==> src/rtl/clk_alarm_pkg.sv <==
package clk_alarm_pkg;
  localparam int unsigned NUM_FIELDS = 4;
  localparam int unsigned BYTE_W     = 8;

  // stored-bit mask per field
  function automatic logic [BYTE_W-1:0] field_mask(input int unsigned idx);
    case (idx)
      3:       field_mask = 8'h07;
      default: field_mask = 8'h7F;
    endcase
  endfunction

  // 12:00 AM, 12-hour mode, Sunday
  function automatic logic [BYTE_W-1:0] field_rst(input int unsigned idx);
    case (idx)
      2:       field_rst = 8'h52;
      3:       field_rst = 8'h01;
      default: field_rst = 8'h00;
    endcase
  endfunction
endpackage

==> src/rtl/alarm_regfile.sv <==
module alarm_regfile
  import clk_alarm_pkg::*;
#(
  parameter int unsigned NF = NUM_FIELDS,
  parameter int unsigned BW = BYTE_W,
  localparam int unsigned AW = (NF > 1) ? $clog2(NF) : 1
) (
  input  logic                   clk_i,
  input  logic                   rst_ni,
  input  logic [AW-1:0]          addr_i,
  input  logic                   wr_en_i,
  input  logic [BW-1:0]          wr_data_i,
  output logic [BW-1:0]          rd_data_o,
  output logic [NF-1:0][BW-1:0]  alarm_q_o
);
  logic [NF-1:0][BW-1:0] alarm_q;

  for (genvar g = 0; g < NF; g++) begin : g_field
    localparam logic [BW-1:0] MASK = BW'(field_mask(g));
    localparam logic [BW-1:0] RSTV = BW'(field_rst(g));
    always_ff @(posedge clk_i or negedge rst_ni) begin
      if (!rst_ni)                                   alarm_q[g] <= RSTV;
      else if (wr_en_i && (addr_i == AW'(g)))        alarm_q[g] <= wr_data_i & MASK;
    end
  end

  always_comb begin
    rd_data_o = '0;
    for (int i = 0; i < NF; i++)
      if (addr_i == AW'(i)) rd_data_o = alarm_q[i];
  end

  assign alarm_q_o = alarm_q;

  // no write, no change
  assert_hold_R2: assert property (@(posedge clk_i) disable iff (!rst_ni)
    !wr_en_i |=> $stable(alarm_q));
endmodule

==> src/rtl/alarm_compare.sv <==
module alarm_compare
  import clk_alarm_pkg::*;
#(
  parameter int unsigned NF = NUM_FIELDS,
  parameter int unsigned BW = BYTE_W
) (
  input  logic [NF-1:0][BW-1:0] clock_i,
  input  logic [NF-1:0][BW-1:0] alarm_i,
  output logic                  match_o
);
  logic [NF-1:0] eq;

  for (genvar g = 0; g < NF; g++) begin : g_cmp
    localparam logic [BW-1:0] MASK = BW'(field_mask(g));
    assign eq[g] = ((clock_i[g] & MASK) == alarm_i[g]);
  end

  assign match_o = &eq;
endmodule

==> src/rtl/alarm_flag.sv <==
module alarm_flag (
  input  logic clk_i,
  input  logic rst_ni,
  input  logic tick_i,
  input  logic match_i,
  input  logic access_i,
  output logic flag_o
);
  always_ff @(posedge clk_i or negedge rst_ni) begin
    if (!rst_ni)                 flag_o <= 1'b0;
    else if (access_i)           flag_o <= 1'b0;   // clear wins
    else if (tick_i && match_i)  flag_o <= 1'b1;
  end

  assert_set_R5: assert property (@(posedge clk_i) disable iff (!rst_ni)
    (tick_i && match_i && !access_i) |=> flag_o);
  assert_clear_R9: assert property (@(posedge clk_i) disable iff (!rst_ni)
    access_i |=> !flag_o);
  assert_sticky_R8: assert property (@(posedge clk_i) disable iff (!rst_ni)
    (flag_o && !access_i) |=> flag_o);
  assert_tick_only_R6: assert property (@(posedge clk_i) disable iff (!rst_ni)
    (!flag_o && !tick_i) |=> !flag_o);
endmodule

==> src/rtl/clk_alarm_match.sv <==
module clk_alarm_match
  import clk_alarm_pkg::*;
(
  input  logic       clk_i,
  input  logic       rst_ni,
  input  logic       tick_i,
  input  logic [7:0] cur_sec_i,
  input  logic [7:0] cur_min_i,
  input  logic [7:0] cur_hour_i,
  input  logic [7:0] cur_day_i,
  input  logic [1:0] addr_i,
  input  logic       wr_en_i,
  input  logic [7:0] wr_data_i,
  input  logic       access_i,
  output logic [7:0] rd_data_o,
  output logic       alarm_o
);
  logic [NUM_FIELDS-1:0][BYTE_W-1:0] clock_f;
  logic [NUM_FIELDS-1:0][BYTE_W-1:0] alarm_f;
  logic                              match;

  assign clock_f = {cur_day_i, cur_hour_i, cur_min_i, cur_sec_i};

  alarm_regfile #(.NF(NUM_FIELDS), .BW(BYTE_W)) u_regs (
    .clk_i     (clk_i),
    .rst_ni    (rst_ni),
    .addr_i    (addr_i),
    .wr_en_i   (wr_en_i),
    .wr_data_i (wr_data_i),
    .rd_data_o (rd_data_o),
    .alarm_q_o (alarm_f)
  );

  alarm_compare #(.NF(NUM_FIELDS), .BW(BYTE_W)) u_cmp (
    .clock_i (clock_f),
    .alarm_i (alarm_f),
    .match_o (match)
  );

  alarm_flag u_flag (
    .clk_i    (clk_i),
    .rst_ni   (rst_ni),
    .tick_i   (tick_i),
    .match_i  (match),
    .access_i (access_i),
    .flag_o   (alarm_o)
  );

  // flag only rises after a tick
  assert_rise_needs_tick_R5: assert property (@(posedge clk_i) disable iff (!rst_ni)
    $rose(alarm_o) |-> $past(tick_i));
endmodule

==> config.mk <==
export PLATFORM = sky130hd
export DESIGN_NAME = clk_alarm_match
export DESIGN_NICKNAME = d
export VERILOG_FILES = /design/src/rtl/clk_alarm_pkg.sv /design/src/rtl/alarm_regfile.sv /design/src/rtl/alarm_compare.sv /design/src/rtl/alarm_flag.sv /design/src/rtl/clk_alarm_match.sv
export SDC_FILE = /design/constraint.sdc
export NUM_CORES = 1
export LEC_CHECK = 0
export ABC_CLOCK_PERIOD_IN_PS = 1700
export BUFFER_PORTS_ARGS = -buffer_cell sky130_fd_sc_hd__clkbuf_2
export CAP_MARGIN = 25
export CORE_AREA = 2 2 62 64
export CTS_BUF_LIST = sky130_fd_sc_hd__clkbuf_16
export CTS_CLUSTER_DIAMETER = 40
export DETAILED_ROUTE_END_ITERATION = 10
export DIE_AREA = 0 0 64 66
export GPL_ROUTABILITY_DRIVEN = 0
export PLACE_DENSITY = 0.73
export SYNTH_ARGS = -nofsm -noshare
export SYNTH_HDL_FRONTEND = slang
export SYNTH_HIERARCHICAL = 1
export SYNTH_SLANG_ARGS = --single-unit
==> constraint.sdc <==
create_clock -name clk_i -period 1.7 [get_ports clk_i]
set_clock_uncertainty 0.2 [all_clocks]
set_input_delay 0.085 -clock clk_i [delete_from_list [all_inputs] [get_ports clk_i]]
set_output_delay 0.085 -clock clk_i [all_outputs]
set_load 0.1 [all_outputs]
# [Word-level counts from Yosys, hierarchy flattened]
# Cells that the tools add are included.
[totals] register_bits=25 inputBits=47 elab_cells=26
[classes] eq_ne=7 mux=6 reduce_logical=8
[op_table] cell="$mux 8" n=3
[op_table] cell="$eq 7x7->1" n=3
[op_table] cell="$mux 7" n=1
[op_table] cell="$logic_and 1x1->1" n=5
[op_table] cell="$eq 2x2->1 const B" n=2
[op_table] cell="$reduce_and 4->1" n=1
[op_table] cell="$eq 3x3->1" n=1
[op_table] cell="$eq 2x1->1 const B" n=1
[op_table] cell="$logic_not 2->1" n=1
[op_table] cell="$mux 1" n=2
[op_table] cell="$reduce_bool 2->1" n=1

# [Depth between registers and ports, before layout]
[depth] ltp_word=5 ltp_mapped=6 depth_no_buf=6

# [Hierarchy]
# Netlist, hierarchy kept.
[modules_own_cells] module="alarm_regfile" instances=1 cells_per_inst=76 area_per_inst_um2=1168.6
[modules_own_cells] module="alarm_compare" instances=1 cells_per_inst=35 area_per_inst_um2=282.8
[modules_own_cells] module="alarm_flag" instances=1 cells_per_inst=3 area_per_inst_um2=33.8

# [Worst setup path after synthesis]
# OpenSTA, ideal clock, no wires.
[synth_path] path_kind="register to output" from="reg u_regs.alarm_q (netlist bit u_regs/alarm_q_o[14])" to="out rd_data_o[6]" arrival_time_ps=1888 t_required_ps=1415 slack_ps=-473 stages_incl_launch_ff=3 path_buffers=0 cell_sequence="dfrtp_1 > mux2i_1 > o2bb2ai_1"
[synth_between] elab_chain_cells=3
[synth_rtl] item="start, declared" line_no="alarm_regfile.sv:16" source="logic [NF-1:0][BW-1:0] alarm_q;"
[synth_rtl] item="start signal, assigned by index" line_no="alarm_regfile.sv:23" source="else if (wr_en_i && (addr_i == AW'(g))) alarm_q[g] <= wr_data_i & MASK;"
[synth_rtl] item="$mux 8 (3 in a row)" line_no="alarm_regfile.sv:30" source="if (addr_i == AW'(i)) rd_data_o = alarm_q[i];"
[synth_rtl] item="end, declared" line_no="clk_alarm_match.sv:15" source="output logic [7:0] rd_data_o,"
# Every way passes these cells.

# [Worst setup path in the final report]
[layout_path] from="reg u_regs.alarm_q (netlist bit u_regs/alarm_q_o[26])" to="out rd_data_o[2]"
[layout_between] elab_chain_cells=1
[layout_rtl] item="$mux 8" line_no="alarm_regfile.sv:30"
# Every way passes these cells.

==> flow_summary.ini <==
[status]
outcome = finished, violations left
violations = setup timing

[cells_and_area]
fin_cells = 227
postLayoutCoreUtil = 0.592
syn2layout_area_growth_pct = 41.6
drive_above_1_share = 0.559
fillers = 280
nets = 227
antenna_cells = 0

[synthesis]
ys_seq_area_frac = 0.425
postSynthCellCount = 114
synth.cell_area_um2 = 1490
synth_area_per_cell_um2 = 13.0
synthSimpleGateAreaFrac = 0.0868
synth-compound-area-share = 0.0270
synth_top_family_by_area = multiplexers
synthAdderAreaFrac = 0
synth.area.mux_share = 0.259
yosys_warnings = 6
synthXorXnorAreaFrac = 0.142
yosysUniqueCellTypes = 21
ys_seq_elements = 25

[timing]
min_period_ns = 1.75
max_freq_ghz = 0.571
rsz0062_at_grt = yes
worst_pin_slew_ns = 0.640
hold_slack_ns = 0.0959
min_period_over_period = 1.03
max_slew_margin = 0.573
hold_viol = 0
postLayoutSetupSlackWorst_ns = -0.0512
finalSetupViolations = 2
maxSlewViolCount = 0

[pwr]
leakagePower_nw = 0.946
total_power_mw = 2.25
power_density_nw_per_um2 = 1070
ir_drop_v = 0.000605

[route]
drt_iter0_drc = 16
dr.pass1.iters = 3
vias = 1088
ant_nets = 0
avgRoutedWirePerCell_um = 14.6
wirelength_mm = 3.31
via_per_inst = 4.79
drcViolationCount = 0

[clocking]
clockBufferDepth = 2
root_buffer = clkbuf_16
clock_latency_ns = 0.26
cts_made_buffers = 3
path_clk_slew_ns = 0.06
cts_tree = built
clock-sinks = 25
cts_max_level = 1
cts_setup_buffers = 0

[worst_setup_path]
arrival_ns = 1.47
critPathRequiredTime_ns = 1.41
max_stage_delay_ns = 0.50
cp_cell_sequence = buf_4, mux4_2, buf_12
crit_path_start_kind = flop
cp-end-kind = output pin
cp_max_fo = 2
slowest_stage = mux4_2
critPathKind = reg2out

[die]
rows = 22
io_pins = 56
dieArea_um2 = 4220
die_x_um = 64
core_um2 = 3550
initial_core_util = 0.418
die_y_um = 66

[place]
place_inst = 213
numPortBuffers = 45
dp_hpwl_mm = 2.60

[grt]
antenna_found_initial = 0
grt_pass1_wl_mm = 5.89
grt_max_degree = 26
grt_pass1_vias = 1270
overflow = 0
grt_usage = 0.182

[hold_path]
hold_path.class = in2reg

[job]
drv_cap = 0
==> worst paths after layout <==
kind                            slack (ns)            startpoint  cells past startpoint              endpoint
worst min register to register        0.31         u_flag/flag_o                      2         u_flag/flag_o
min in group asynchronous             0.18                rst_ni                      2  u_regs/alarm_q_o[18]
worst min-delay path                   0.1         cur_hour_i[5]                      6         u_flag/flag_o
worst max-delay path                 -0.05  u_regs/alarm_q_o[26]                      3          rd_data_o[2]
worst max register to register           0  u_regs/alarm_q_o[26]                      6         u_flag/flag_o
max in group asynchronous             0.70                rst_ni                      2   u_regs/alarm_q_o[6]
==> critical path, delay by kind of cell (launching register included) <==
kind     cells  cell delay [ns]
buf+inv      2             0.33
mux          1             0.50
flops        1             0.39
==> area by class of cell <==
cell class	count	area [µm²]	share of cell area
Clock buffer	3	75.1	0.0357
Clock inverter	1	5.00	0.00238
Multi-Input combinational cell	86	835	0.397
Sequential cell	25	631	0.300
Tap cell	48	60.1	0.0286
Timing Repair Buffer	64	498	0.237
==> what timing repair did <==
action,CTS,global route
endpoints found under the setup margin,3,2
endpoints found under the hold margin,46,0
resized for setup,5,0
hold buffers,10,0
pin swaps,5,4
==> power by group <==
part	internal, mW	switching [mW]
sequential	0.718	0.0984
combinational	0.422	0.488
clock	0.317	0.205
==> flip-flops by register name (all words and copies together) (netlist names) <==
signal / count
u_regs/alarm_q_o: 24
u_flag/flag_o: 1
==> synthesized netlist by cell type <==
master,count,area share
mux4_1,2,0.035
a21oi_1,1,0.0034
nand4_1,2,0.0084
nand3b_2,2,0.015
nand3_1,3,0.010
buf_4,10,0.051
buf_6,1,0.0076
mux2_2,24,0.18
xnor2_1,8,0.047
nor3b_4,1,0.013
o2bb2ai_1,4,0.024
dfrtp_1,21,0.35
mux2i_1,4,0.027
nor4_1,6,0.025
mux4_2,1,0.015
nor2_1,1,0.0025
dfstp_2,4,0.071
nor4_2,1,0.0084
nor2b_1,1,0.0042
xor2_1,16,0.094
conb_1,1,0.0025
==> cell families (layout without fill, tap and decap cells) <==
logic type                count (synthesis)  after routing
buffers and inverters                    11             68
AOI/OAI and AO/OA                         5              5
DFF                                      25             25
xor gates and xnor gates                 24             24
muxes                                    31             31
and+or+nand+nor                          17             17
other                                     1              9
==> routing by layer <==
metal / part of all wire / up-vias / global-route usage
met2: 0.52 / 22 / 0.327
met5: 0 / - / 0
met3: 0.038 / 2 / 0.0256
met1: 0.44 / 537 / 0.226
li1: - / 527 / -
met4: 0.0064 / 0 / 0.0516
==> stage by stage <==
stage / cell area, µm² / setup slack, ns / TNS [ns]
finish: 2100 / -0.0512 / -0.0530
global route: 2100 / -0.207 / -0.289
CTS: 2100 / -0.0595 / -0.0934
detailed placement: 1910 / -0.132 / -0.132
global placement: 1910 / -0.0783 / -0.0783
floorplan: 1540 / 0.0500 / 0
==> layout by cell type, fill, tap and decap left out, types with 4 or more instances in the layout <==
cell	Yosys	layout
dfrtp_1	21	21
xor2_1	16	16
xnor2_1	8	8
mux2i_1	4	4
buf_12	0	7
clkbuf_2	0	38
buf_4	10	9
mux2_2	24	24
conb_1	1	9
dlygate4sd3_1	0	10
nor4_2	1	4
dfstp_2	4	4
o2bb2ai_2	0	4
Note: power is estimated with default switching activity, not from simulation.
